**src/rtl/scb_pkg.sv**
```systemverilog
package scb_pkg;
    parameter int unsigned NUM_FU  = 4;
    parameter int unsigned NUM_REG = 16;
    parameter int unsigned OP_W    = 4;

    localparam int unsigned TAG_W = $clog2(NUM_FU + 1);
    localparam int unsigned REG_W = $clog2(NUM_REG);

    typedef logic [TAG_W-1:0]  tag_t;
    typedef logic [REG_W-1:0]  reg_idx_t;
    typedef logic [OP_W-1:0]   op_t;
    typedef logic [NUM_FU-1:0] fu_vec_t;

    typedef enum logic [1:0] {
        ST_IDLE = 2'd0,
        ST_READ = 2'd1,
        ST_EXEC = 2'd2,
        ST_DONE = 2'd3
    } stage_e;

    typedef struct packed {
        logic     busy;
        stage_e   stage;
        op_t      op;
        reg_idx_t fi;
        reg_idx_t fj;
        reg_idx_t fk;
        tag_t     qj;
        tag_t     qk;
        logic     rj;
        logic     rk;
    } fu_entry_t;

    typedef struct packed {
        op_t      op;
        reg_idx_t dst;
        reg_idx_t src_a;
        reg_idx_t src_b;
        tag_t     qa;
        tag_t     qb;
    } issue_t;

    function automatic fu_vec_t lowest_one(input fu_vec_t v);
        return v & (~v + fu_vec_t'(1));
    endfunction

    function automatic tag_t onehot_to_tag(input fu_vec_t v);
        tag_t t;
        t = '0;
        for (int i = 0; i < int'(NUM_FU); i++) begin
            if (v[i]) t = tag_t'(i + 1);
        end
        return t;
    endfunction
endpackage

```
**src/rtl/scb_result_table.sv**
```systemverilog
module scb_result_table
    import scb_pkg::*;
(
    input  logic     clk,
    input  logic     rst,
    input  reg_idx_t look_a,
    input  reg_idx_t look_b,
    input  reg_idx_t look_dst,
    output tag_t     own_a,
    output tag_t     own_b,
    output tag_t     own_dst,
    input  logic     set_en,
    input  reg_idx_t set_reg,
    input  tag_t     set_tag,
    input  logic     clr_en,
    input  reg_idx_t clr_reg
);
    tag_t owner_q [NUM_REG];

    always_ff @(posedge clk) begin
        if (rst) begin
            for (int r = 0; r < int'(NUM_REG); r++) owner_q[r] <= '0;
        end else begin
            // issue never targets an owned register, so the two never collide
            if (clr_en) owner_q[clr_reg] <= '0;
            if (set_en) owner_q[set_reg] <= set_tag;
        end
    end

    assign own_a   = owner_q[look_a];
    assign own_b   = owner_q[look_b];
    assign own_dst = owner_q[look_dst];
endmodule

```
**src/rtl/scb_fu_table.sv**
```systemverilog
module scb_fu_table
    import scb_pkg::*;
(
    input  logic                   clk,
    input  logic                   rst,
    input  logic                   iss_en,
    input  fu_vec_t                iss_sel,
    input  issue_t                 iss_data,
    input  fu_vec_t                rd_grant,
    input  fu_vec_t                wr_grant,
    input  fu_vec_t                done,
    input  logic                   wake_en,
    input  tag_t                   wake_tag,
    output fu_entry_t [NUM_FU-1:0] entries
);
    for (genvar g = 0; g < int'(NUM_FU); g++) begin : g_unit
        fu_entry_t ent_q;

        always_ff @(posedge clk) begin
            if (rst) begin
                ent_q <= '0;
            end else if (wr_grant[g]) begin
                ent_q.busy  <= 1'b0;
                ent_q.stage <= ST_IDLE;
                ent_q.rj    <= 1'b0;
                ent_q.rk    <= 1'b0;
                ent_q.qj    <= '0;
                ent_q.qk    <= '0;
            end else if (iss_en && iss_sel[g]) begin
                ent_q <= '{busy:  1'b1,
                           stage: ST_READ,
                           op:    iss_data.op,
                           fi:    iss_data.dst,
                           fj:    iss_data.src_a,
                           fk:    iss_data.src_b,
                           qj:    iss_data.qa,
                           qk:    iss_data.qb,
                           rj:    (iss_data.qa == '0),
                           rk:    (iss_data.qb == '0)};
            end else begin
                if (rd_grant[g]) begin
                    ent_q.rj    <= 1'b0;
                    ent_q.rk    <= 1'b0;
                    ent_q.stage <= ST_EXEC;
                end else if (ent_q.stage == ST_EXEC && done[g]) begin
                    ent_q.stage <= ST_DONE;
                end
                if (wake_en && ent_q.busy && ent_q.qj != '0 && ent_q.qj == wake_tag) begin
                    ent_q.qj <= '0;
                    ent_q.rj <= 1'b1;
                end
                if (wake_en && ent_q.busy && ent_q.qk != '0 && ent_q.qk == wake_tag) begin
                    ent_q.qk <= '0;
                    ent_q.rk <= 1'b1;
                end
            end
        end

        assign entries[g] = ent_q;
    end
endmodule

```
**src/rtl/scb_hazard.sv**
```systemverilog
module scb_hazard
    import scb_pkg::*;
(
    input  fu_entry_t [NUM_FU-1:0] entries,
    output fu_vec_t                rd_grant,
    output fu_vec_t                wr_grant
);
    fu_vec_t rd_elig;
    fu_vec_t wr_elig;
    fu_vec_t war_block;

    always_comb begin
        for (int u = 0; u < int'(NUM_FU); u++) begin
            rd_elig[u] = entries[u].busy && entries[u].stage == ST_READ
                         && entries[u].rj && entries[u].rk;
            war_block[u] = 1'b0;
            for (int f = 0; f < int'(NUM_FU); f++) begin
                if (f != u && entries[f].busy) begin
                    if (entries[f].rj && entries[f].fj == entries[u].fi) war_block[u] = 1'b1;
                    if (entries[f].rk && entries[f].fk == entries[u].fi) war_block[u] = 1'b1;
                end
            end
            wr_elig[u] = entries[u].busy && entries[u].stage == ST_DONE && !war_block[u];
        end
    end

    assign rd_grant = lowest_one(rd_elig);
    assign wr_grant = lowest_one(wr_elig);
endmodule

```
**src/rtl/scb_ctrl.sv**
```systemverilog
module scb_ctrl
    import scb_pkg::*;
(
    input  logic              clk,
    input  logic              rst,
    input  logic              iss_valid,
    output logic              iss_ready,
    input  logic [OP_W-1:0]   iss_op,
    input  logic [REG_W-1:0]  iss_dst,
    input  logic [REG_W-1:0]  iss_src_a,
    input  logic [REG_W-1:0]  iss_src_b,
    input  logic [TAG_W-1:0]  iss_unit,
    input  logic [NUM_FU-1:0] exec_done,
    output logic [NUM_FU-1:0] rd_grant,
    output logic [NUM_FU-1:0] wr_grant
);
    fu_entry_t [NUM_FU-1:0] entries;
    fu_vec_t  busy_vec;
    fu_vec_t  unit_sel;
    fu_vec_t  rd_g;
    fu_vec_t  wr_g;
    tag_t     own_a, own_b, own_dst;
    tag_t     wr_tag;
    reg_idx_t wr_dst;
    logic     wr_any;
    logic     unit_ok;
    logic     iss_fire;
    issue_t   iss_data;

    always_comb begin
        wr_dst = '0;
        for (int u = 0; u < int'(NUM_FU); u++) begin
            busy_vec[u] = entries[u].busy;
            unit_sel[u] = (iss_unit == tag_t'(u + 1));
            if (wr_g[u]) wr_dst = entries[u].fi;
        end
    end

    assign wr_any  = |wr_g;
    assign wr_tag  = onehot_to_tag(wr_g);
    assign unit_ok = (iss_unit != '0) && (iss_unit <= tag_t'(NUM_FU));

    assign iss_ready = unit_ok && ((unit_sel & ~busy_vec) != '0) && (own_dst == '0);
    assign iss_fire  = iss_valid && iss_ready;

    // a producer writing back this cycle counts as already available
    always_comb begin
        iss_data.op    = iss_op;
        iss_data.dst   = iss_dst;
        iss_data.src_a = iss_src_a;
        iss_data.src_b = iss_src_b;
        iss_data.qa    = (wr_any && own_a == wr_tag) ? '0 : own_a;
        iss_data.qb    = (wr_any && own_b == wr_tag) ? '0 : own_b;
    end

    scb_result_table u_result (
        .clk      (clk),
        .rst      (rst),
        .look_a   (iss_src_a),
        .look_b   (iss_src_b),
        .look_dst (iss_dst),
        .own_a    (own_a),
        .own_b    (own_b),
        .own_dst  (own_dst),
        .set_en   (iss_fire),
        .set_reg  (iss_dst),
        .set_tag  (iss_unit),
        .clr_en   (wr_any),
        .clr_reg  (wr_dst)
    );

    scb_fu_table u_units (
        .clk      (clk),
        .rst      (rst),
        .iss_en   (iss_fire),
        .iss_sel  (unit_sel),
        .iss_data (iss_data),
        .rd_grant (rd_g),
        .wr_grant (wr_g),
        .done     (exec_done),
        .wake_en  (wr_any),
        .wake_tag (wr_tag),
        .entries  (entries)
    );

    scb_hazard u_hazard (
        .entries  (entries),
        .rd_grant (rd_g),
        .wr_grant (wr_g)
    );

    assign rd_grant = rd_g;
    assign wr_grant = wr_g;
endmodule

```
**config.mk**
```make
export PLATFORM = sky130hd
export DESIGN_NAME = scb_ctrl
export DESIGN_NICKNAME = d
export VERILOG_FILES = /design/src/rtl/scb_pkg.sv /design/src/rtl/scb_result_table.sv /design/src/rtl/scb_fu_table.sv /design/src/rtl/scb_hazard.sv /design/src/rtl/scb_ctrl.sv
export SDC_FILE = /design/constraint.sdc
export NUM_CORES = 1
export LEC_CHECK = 0
export ABC_AREA = 0
export BUFFER_PORTS_ARGS = -buffer_cell sky130_fd_sc_hd__clkbuf_2
export CORE_UTILIZATION = 60
export CTS_CLUSTER_DIAMETER = 60
export DETAILED_ROUTE_END_ITERATION = 10
export PLACE_DENSITY = 0.86
export SLEW_MARGIN = 20
export SYNTH_ARGS = -nofsm -noshare
export SYNTH_HDL_FRONTEND = slang
export SYNTH_SLANG_ARGS = --single-unit
export TNS_END_PERCENT = 100
```
**constraint.sdc**
```tcl
create_clock -name clk -period 3.4 [get_ports clk]
set_clock_uncertainty 0.1 [all_clocks]
set_input_delay 0 -clock clk [delete_from_list [all_inputs] [get_ports clk]]
set_output_delay 0 -clock clk [all_outputs]
set_load 0.01 [all_outputs]
```
---- After elaboration in Yosys (flattened, before gate mapping) ----
Memory sizes are Yosys's and may differ from the RTL's.
Index checks and enable logic that the tools add are counted.
word-level totals
  register bits after elaboration ......... 92
  bits in latches ......................... 0
  memory bits (writable) .................. 48
  ROM bits ................................ 0
  input port bits ......................... 26
  output and inout port bits .............. 9
  logic and storage cells ................. 334
  memories ................................ 1
operators by class
  $add $sub $neg .......................... 2
  multiply operators ...................... 0
  div/mod/pow operators ................... 0
  order comparisons ....................... 1
  eq/ne operators ......................... 50
  shift-type cells ........................ 0
  multiplexer cells ....................... 96
  bitwise logic cells ..................... 10
  reductions and logical operators ........ 134
memory list
  memory            words  width  read ports  clocked after memory_dff  write ports  RTL line                RTL
  u_result.owner_q  16     3      3           0                         16           scb_result_table.sv:18  tag_t owner_q [NUM_REG];
operators by type and width
  kind                                                                    count
  4-bit equality test                                                     24
  1-bit logical AND                                                       78
  3-bit nonzero test                                                      21
  1-bit 2-to-1 mux                                                        59
  3-bit 2-to-1 mux                                                        15
  8-bit 2-to-1 mux                                                        4
  3-bit equality test                                                     10
  2-bit 2-to-1 mux                                                        12
  4-bit 2-to-1 mux                                                        6
  2-bit nonzero test                                                      12
  3-bit OR reduction                                                      6
  2-bit equality test (second input constant)                             8
  4-bit AND                                                               3
  4-bit NOT                                                               3
  3-bit zero test                                                         3
  4-bit by 1-bit adder with 4-bit output (second input constant)          2
  2-bit by 1-bit equality test with 1-bit output (second input constant)  4
  2-bit AND reduction                                                     4
  2-bit OR reduction                                                      4
  3-bit by 2-bit equality test with 1-bit output (second input constant)  2
  1-bit zero test                                                         4
  1-bit NOT                                                               4
  4-bit nonzero test                                                      1
  4-bit OR reduction                                                      1
  other kinds (3)                                                         3

---- Logic depth before layout (Yosys ltp) ----
  depth after elaboration ................. 25
  mapped depth ............................ 14

---- By module ----
Synthesis repeated with hierarchy kept, for this count alone.
second synthesis, totals
  cells, all modules ...................... 1022
  area, all modules ....................... 9307.7 um^2
modules (own cells, without submodules)
  module            times used  cells each  area an instance (um^2)  seq. area each (um^2)
  scb_fu_table      1           523         4262.8                   2162.1
  scb_result_table  1           250         3275.6                   1441.4
  scb_hazard        1           190         1387.6                   0.0
  scb_ctrl          1           59          381.6                    0.0

---- Worst setup path after synthesis ----
No wires, ideal clock.
  kind .................................... reg2reg
  from .................................... register u_units.g_unit[2].ent_q, in the netlist u_units.entries[71]
  to ...................................... memory u_result.owner_q[15][0] (netlist name) (enable)
  setup time .............................. 258 ps
  data arrival time ....................... 2623 ps
  data required time ...................... 3042 ps
  path slack .............................. 418 ps
  stages on the path, launching flop included .. 13
  buffers on the path ..................... 3
  period minus slack after synthesis ...... 2982 ps
  path through ............................ dfxtp_1 -> buf_2 -> xor2_1 -> nor3_1 -> or4_4 -> or2_1 -> buf_6 -> nand4b_2 -> inv_2 -> buf_2 -> a221oi_2 -> nor2_1 -> a211o_1
RTL lines
  what                    RTL line                RTL
  from (decl)             scb_fu_table.sv:17      fu_entry_t ent_q;
  from (signal assigned)  scb_fu_table.sv:30      ent_q <= '{busy: 1'b1,
  to (decl)               scb_result_table.sv:18

---- Final worst setup path ----
  from .................................... register u_units.g_unit[2].ent_q, in the netlist u_units.entries[72]
  to ...................................... register u_units.g_unit[2].ent_q, in the netlist u_units.entries[54]
on the way
  cells in the longest elaborated chain, start to end .. 23
ends and longest elaborated chain
  what                                    RTL line            RTL
  4-bit equality test                     scb_hazard.sv:19    if (entries[f].rj && entries[f].fj == entries[u].fi) war_block[u] = 1'b1;
  1-bit logical AND                       scb_hazard.sv:19
  1-bit 2-to-1 mux                        scb_hazard.sv:19
  1-bit 2-to-1 mux                        scb_hazard.sv:20    if (entries[f].rk && entries[f].fk == entries[u].fi) war_block[u] = 1'b1;
  1-bit 2-to-1 mux                        scb_hazard.sv:18    if (f != u && entries[f].busy) begin
  1-bit 2-to-1 mux                        scb_hazard.sv:19
  1-bit 2-to-1 mux                        scb_hazard.sv:20
  1-bit 2-to-1 mux                        scb_hazard.sv:18
  [6 not listed]                          -
  4-bit by 1-bit adder with 4-bit output  scb_pkg.sv:44       return v & (~v + fu_vec_t'(1));
  4-bit AND (*)                           scb_pkg.sv:44
  3-bit 2-to-1 mux (2 in a row)           scb_pkg.sv:51       if (v[i]) t = tag_t'(i + 1);
  3-bit equality test                     scb_ctrl.sv:53      iss_data.qb = (wr_any && own_b == wr_tag) ? '0 : own_b;
  1-bit logical AND                       scb_ctrl.sv:53
  3-bit 2-to-1 mux                        scb_ctrl.sv:53
  3-bit zero test                         scb_fu_table.sv:39  rk: (iss_data.qb == '0)};
  8-bit 2-to-1 mux                        scb_fu_table.sv:29  end else if (iss_en && iss_sel[g]) begin
Every way passes the cells marked *; elsewhere a longest branch is shown, timed or not.
A chain may end at the register's enable or synchronous reset.

==> results by group <==
Status
  – Outcome: completed

Yosys
  – Area share of the largest cell type after synthesis: 21.3%
  – Area leader, netlist: dfxtp_1
  – Synthesized cell area: 8650 um^2
  – Post-synth EDFFs: 48
  – Post-Synthesis Cells: 966
  – Ranking of synthesized cells by area: dfxtp_1, edfxtp_1, mux4_2, xnor2_1, nand2_1
  – Share of flip-flops with an asynchronous set or reset: 0%
  – Synth warn: 0
  – Netlist cell types: 79
  – Avg Cell Area, Syn: around 9.0 um^2
  – Seq cells post-synth: 140
  – Syn Nets: 993
  – Top_reg_cell synth: dfxtp_1
  – Register area share after synthesis: ~38%

Timing
  – Fin crit period: 3.30 ns
  – Max Freq: 303 MHz
  – Final period util: 97.2%
  – RSZ-0062 raised after global routing: yes
  – Worst-margin pin slew: 0.844 ns
  – Worst relative slew slack: 43.8%
  – Final Max Tran Viols: 0
  – Hold violation total from the final report: 0
  – Finish-stage setup viols: 0

Clock tree
  – Number of post-CTS setup repair buffers: 0
  – CTS Buf Count: 17
  – Clock sink count: 140
  – Clk Latency, worst-skew pair: approximately 0.44 ns
  – CTS Buffer Depth: 2
  – CTS root buf: clkbuf_16
  – CTS tree: yes
  – CTS H-tree lvls: 4
  – Clock slew at reported path FFs: 0.06 ns

Place
  – Routability cong.: 0.960
  – Port Buf Inserts: 30
  – DP Wirelength: 18.1 mm
  – Placement Cell Area: around 9100 um^2
  – Placed insts: between 1000 and 1500

Floorplanning
  – FP Rows: 43
  – Die width: 122 um
  – Core area: 14000 um^2
  – Die Span Y: 122 um
  – Num ports: 35
  – Initial core utilization: 61.9%
  – Die area: 14900 um^2

Layout
  – Most frequent cells in the layout: nand2_1, dfxtp_1, nor2_1
  – Fin cells: 1199
  – Layout cells sized above 1: between 10% and 20%
  – Multi-input logic area: 4960 um^2
  – Final Instance Area: 9910 um^2
  – Synth-to-Final Area Change: 14.5%
  – ANT cells: 0
  – Layout Utilization: 70.8%
  – Fillers: 1008
  – Final #Nets: 1033
  – Commonest non-fill, non-tap cell in the layout: nand2_1
  – Reg area: 3290 um^2

Global route
  – First-pass GRT wire length: 41.4 mm
  – Initial antenna violation count: 0
  – Grt total ovfl: 0
  – Gr usage total: 37.2%
  – Number of global-route vias before repair: 7780
  – Largest net degree at the start of global routing: 73

Setup path
  – Reg-to-Reg Start: u_units.entries[72]$_SDFFE_PP0P_
  – CP Launch Point: u_units.entries[72]$_SDFFE_PP0P_
  – Crit Path Max Fanout: 8
  – Crit path required time: around 3.7 ns
  – Arr. time, crit path: 3.57 ns
  – Reg-to-reg endpoint: u_units.entries[54]$_SDFFE_PP0P_
  – CP Class: reg -> reg
  – Critical path endpoint: u_units.entries[54]$_SDFFE_PP0P_
  – R2R setup slack: 0.1 ns
  – Critical path capture point type: flip-flop
  – Startpoint class of the critical path: flip-flop
  – R2R depth: 12

Power
  – Worst IR Drop VDD: 432 uV
  – Leakage: between 3 and 4 nW
  – Pwr dens: 427 nW/um^2

Detailed routing
  – DRT Wirelength: 26.4 mm
  – ANT nets after route: 0
  – Initial DRC count: 977
  – Via density: 6.74
  – DRC viols: 0
  – DRT Pass-1 Iters: 7
  – Via count: approximately 8000
  – Routed wire per std cell: ~22 um

Worst hold path
  – Hold WC Path Type: in -> reg

Flow run
  – Max-cap viol count: 0
==> power by group <==
group / internal, W / total [W] / switching [W]
sequential: 0.00176 / 0.00179 / 0.0000295
combinational: 0.000140 / 0.000344 / 0.000204
clock: 0.00135 / 0.00210 / 0.000743
total: 0.00325 / 0.00423 / 0.000977
==> repair_timing <==
| item | CTS | global route |
|---|---|---|
| endpoints found under the hold margin | 37 | 0 |
| hold buffers | 15 | 0 |
| setup endpoints to repair | 0 | 77 |
| resized for setup | 0 | 7 |
==> sequential cells by signal, indices dropped and copies added, names as in the netlist <==
signal	flops
u_result.owner_q	48
u_units.entries	92
==> worst min-delay path by stage <==
stage / endpoint / slack [ns] / startpoint / cells past startpoint
floorplan: u_units.entries[95]$_SDFFE_PP0P_ / 0.04 / iss_src_a[2] / 2
global placement: u_units.entries[51]$_SDFFE_PP0P_ / 0.27 / exec_done[1] / 4
detailed placement: u_result.owner_q[2][0]$_SDFFCE_PN0P_ / 0.28 / iss_unit[0] / 2
CTS: u_units.entries[94]$_SDFFE_PP0P_ / 0.009 / iss_src_a[1] / 3
global route: u_units.entries[94]$_SDFFE_PP0P_ / 0.04 / iss_src_a[1] / 3
finish: u_units.entries[94]$_SDFFE_PP0P_ / 0.03 / iss_src_a[1] / 3
==> logic make-up (layout without fill, tap and decap cells) <==
group | Yosys count | in the layout | share of synthesized area (%)
AO/OA/AOI/OAI | 178 | 178 | 14.4
XOR/XNOR | 101 | 101 | 10.2
adder cells (fa/ha/maj) | 1 | 1 | 0.145
buffers and inverters | 93 | 146 | 4.93
flip-flops | 140 | 140 | 37.9
multiplexers | 49 | 49 | 10.0
AND/OR/NAND/NOR | 404 | 404 | 22.4
==> metal layers <==
metal / up-vias / routed length, um / global-route usage [%] / part of all wire, %
li1: 3575 / - / - / -
met5: - / 0 / 0 / 0
met3: 150 / 2970 / 8.71 / 11
met1: 3771 / 9590 / 45.6 / 36
met2: 589 / 11900 / 57.3 / 45
met4: 0 / 1920 / 27.5 / 7.3
==> metrics by stage <==
| step | hold WS, ns | setup WS, ns | setup TNS (ns) | total power (W) |
|---|---|---|---|---|
| after floorplan | 0.0360 | 0.418 | 0 | 0.00203 |
| after detailed placement | 0.278 | 0.153 | 0 | 0.00214 |
| after global routing | 0.0419 | -0.0753 | -0.129 | 0.00431 |
| after global placement | 0.270 | 0.191 | 0 | 0.00213 |
| final | 0.0341 | 0.0953 | 0 | 0.00423 |
| after CTS | 0.00917 | 0.0240 | 0 | 0.00421 |
==> cells in the mapped netlist, types with 6 or more instances <==
| cell type | instances |
|---|---|
| clkbuf_1 | 40 |
| nor3_1 | 75 |
| a211o_1 | 13 |
| edfxtp_1 | 48 |
| o21ai_0 | 11 |
| nor4_1 | 15 |
| mux2i_1 | 18 |
| and3_1 | 7 |
| buf_2 | 32 |
| nand2b_1 | 14 |
| xnor2_1 | 71 |
| inv_1 | 10 |
| nand3_1 | 42 |
| xor2_1 | 30 |
| nand4_1 | 9 |
| a21oi_1 | 71 |
| or2_2 | 11 |
| mux4_2 | 30 |
| o21ai_1 | 6 |
| a31oi_1 | 7 |
| dfxtp_1 | 92 |
| o22ai_1 | 10 |
| buf_4 | 6 |
| nand2_1 | 116 |
| nor2_1 | 82 |
==> layout make-up <==
type | count | share of cell area (%)
multi-input combinational | 733 | 50.0
sequential | 140 | 33.2
timing repair buffer | 102 | 7.35
clock buffer | 23 | 5.15
tap | 180 | 2.27
clock inverter | 9 | 1.57
inverter | 12 | 0.455
==> worst max-delay path, cell delays in order (launching register included) <==
cell and delay, ns:
dfxtp_1 0.42, buf_4 0.20, xnor2_1 0.07, nand3_1 0.09, nor3_1 0.06, or4_4 0.52, or2_1 0.27, buf_4 0.17
nor3_2 0.49, nand3_1 0.16, a31oi_2 0.42, o21ai_1 0.10, a31oi_1 0.15
Power figures use the tool's default switching activity.
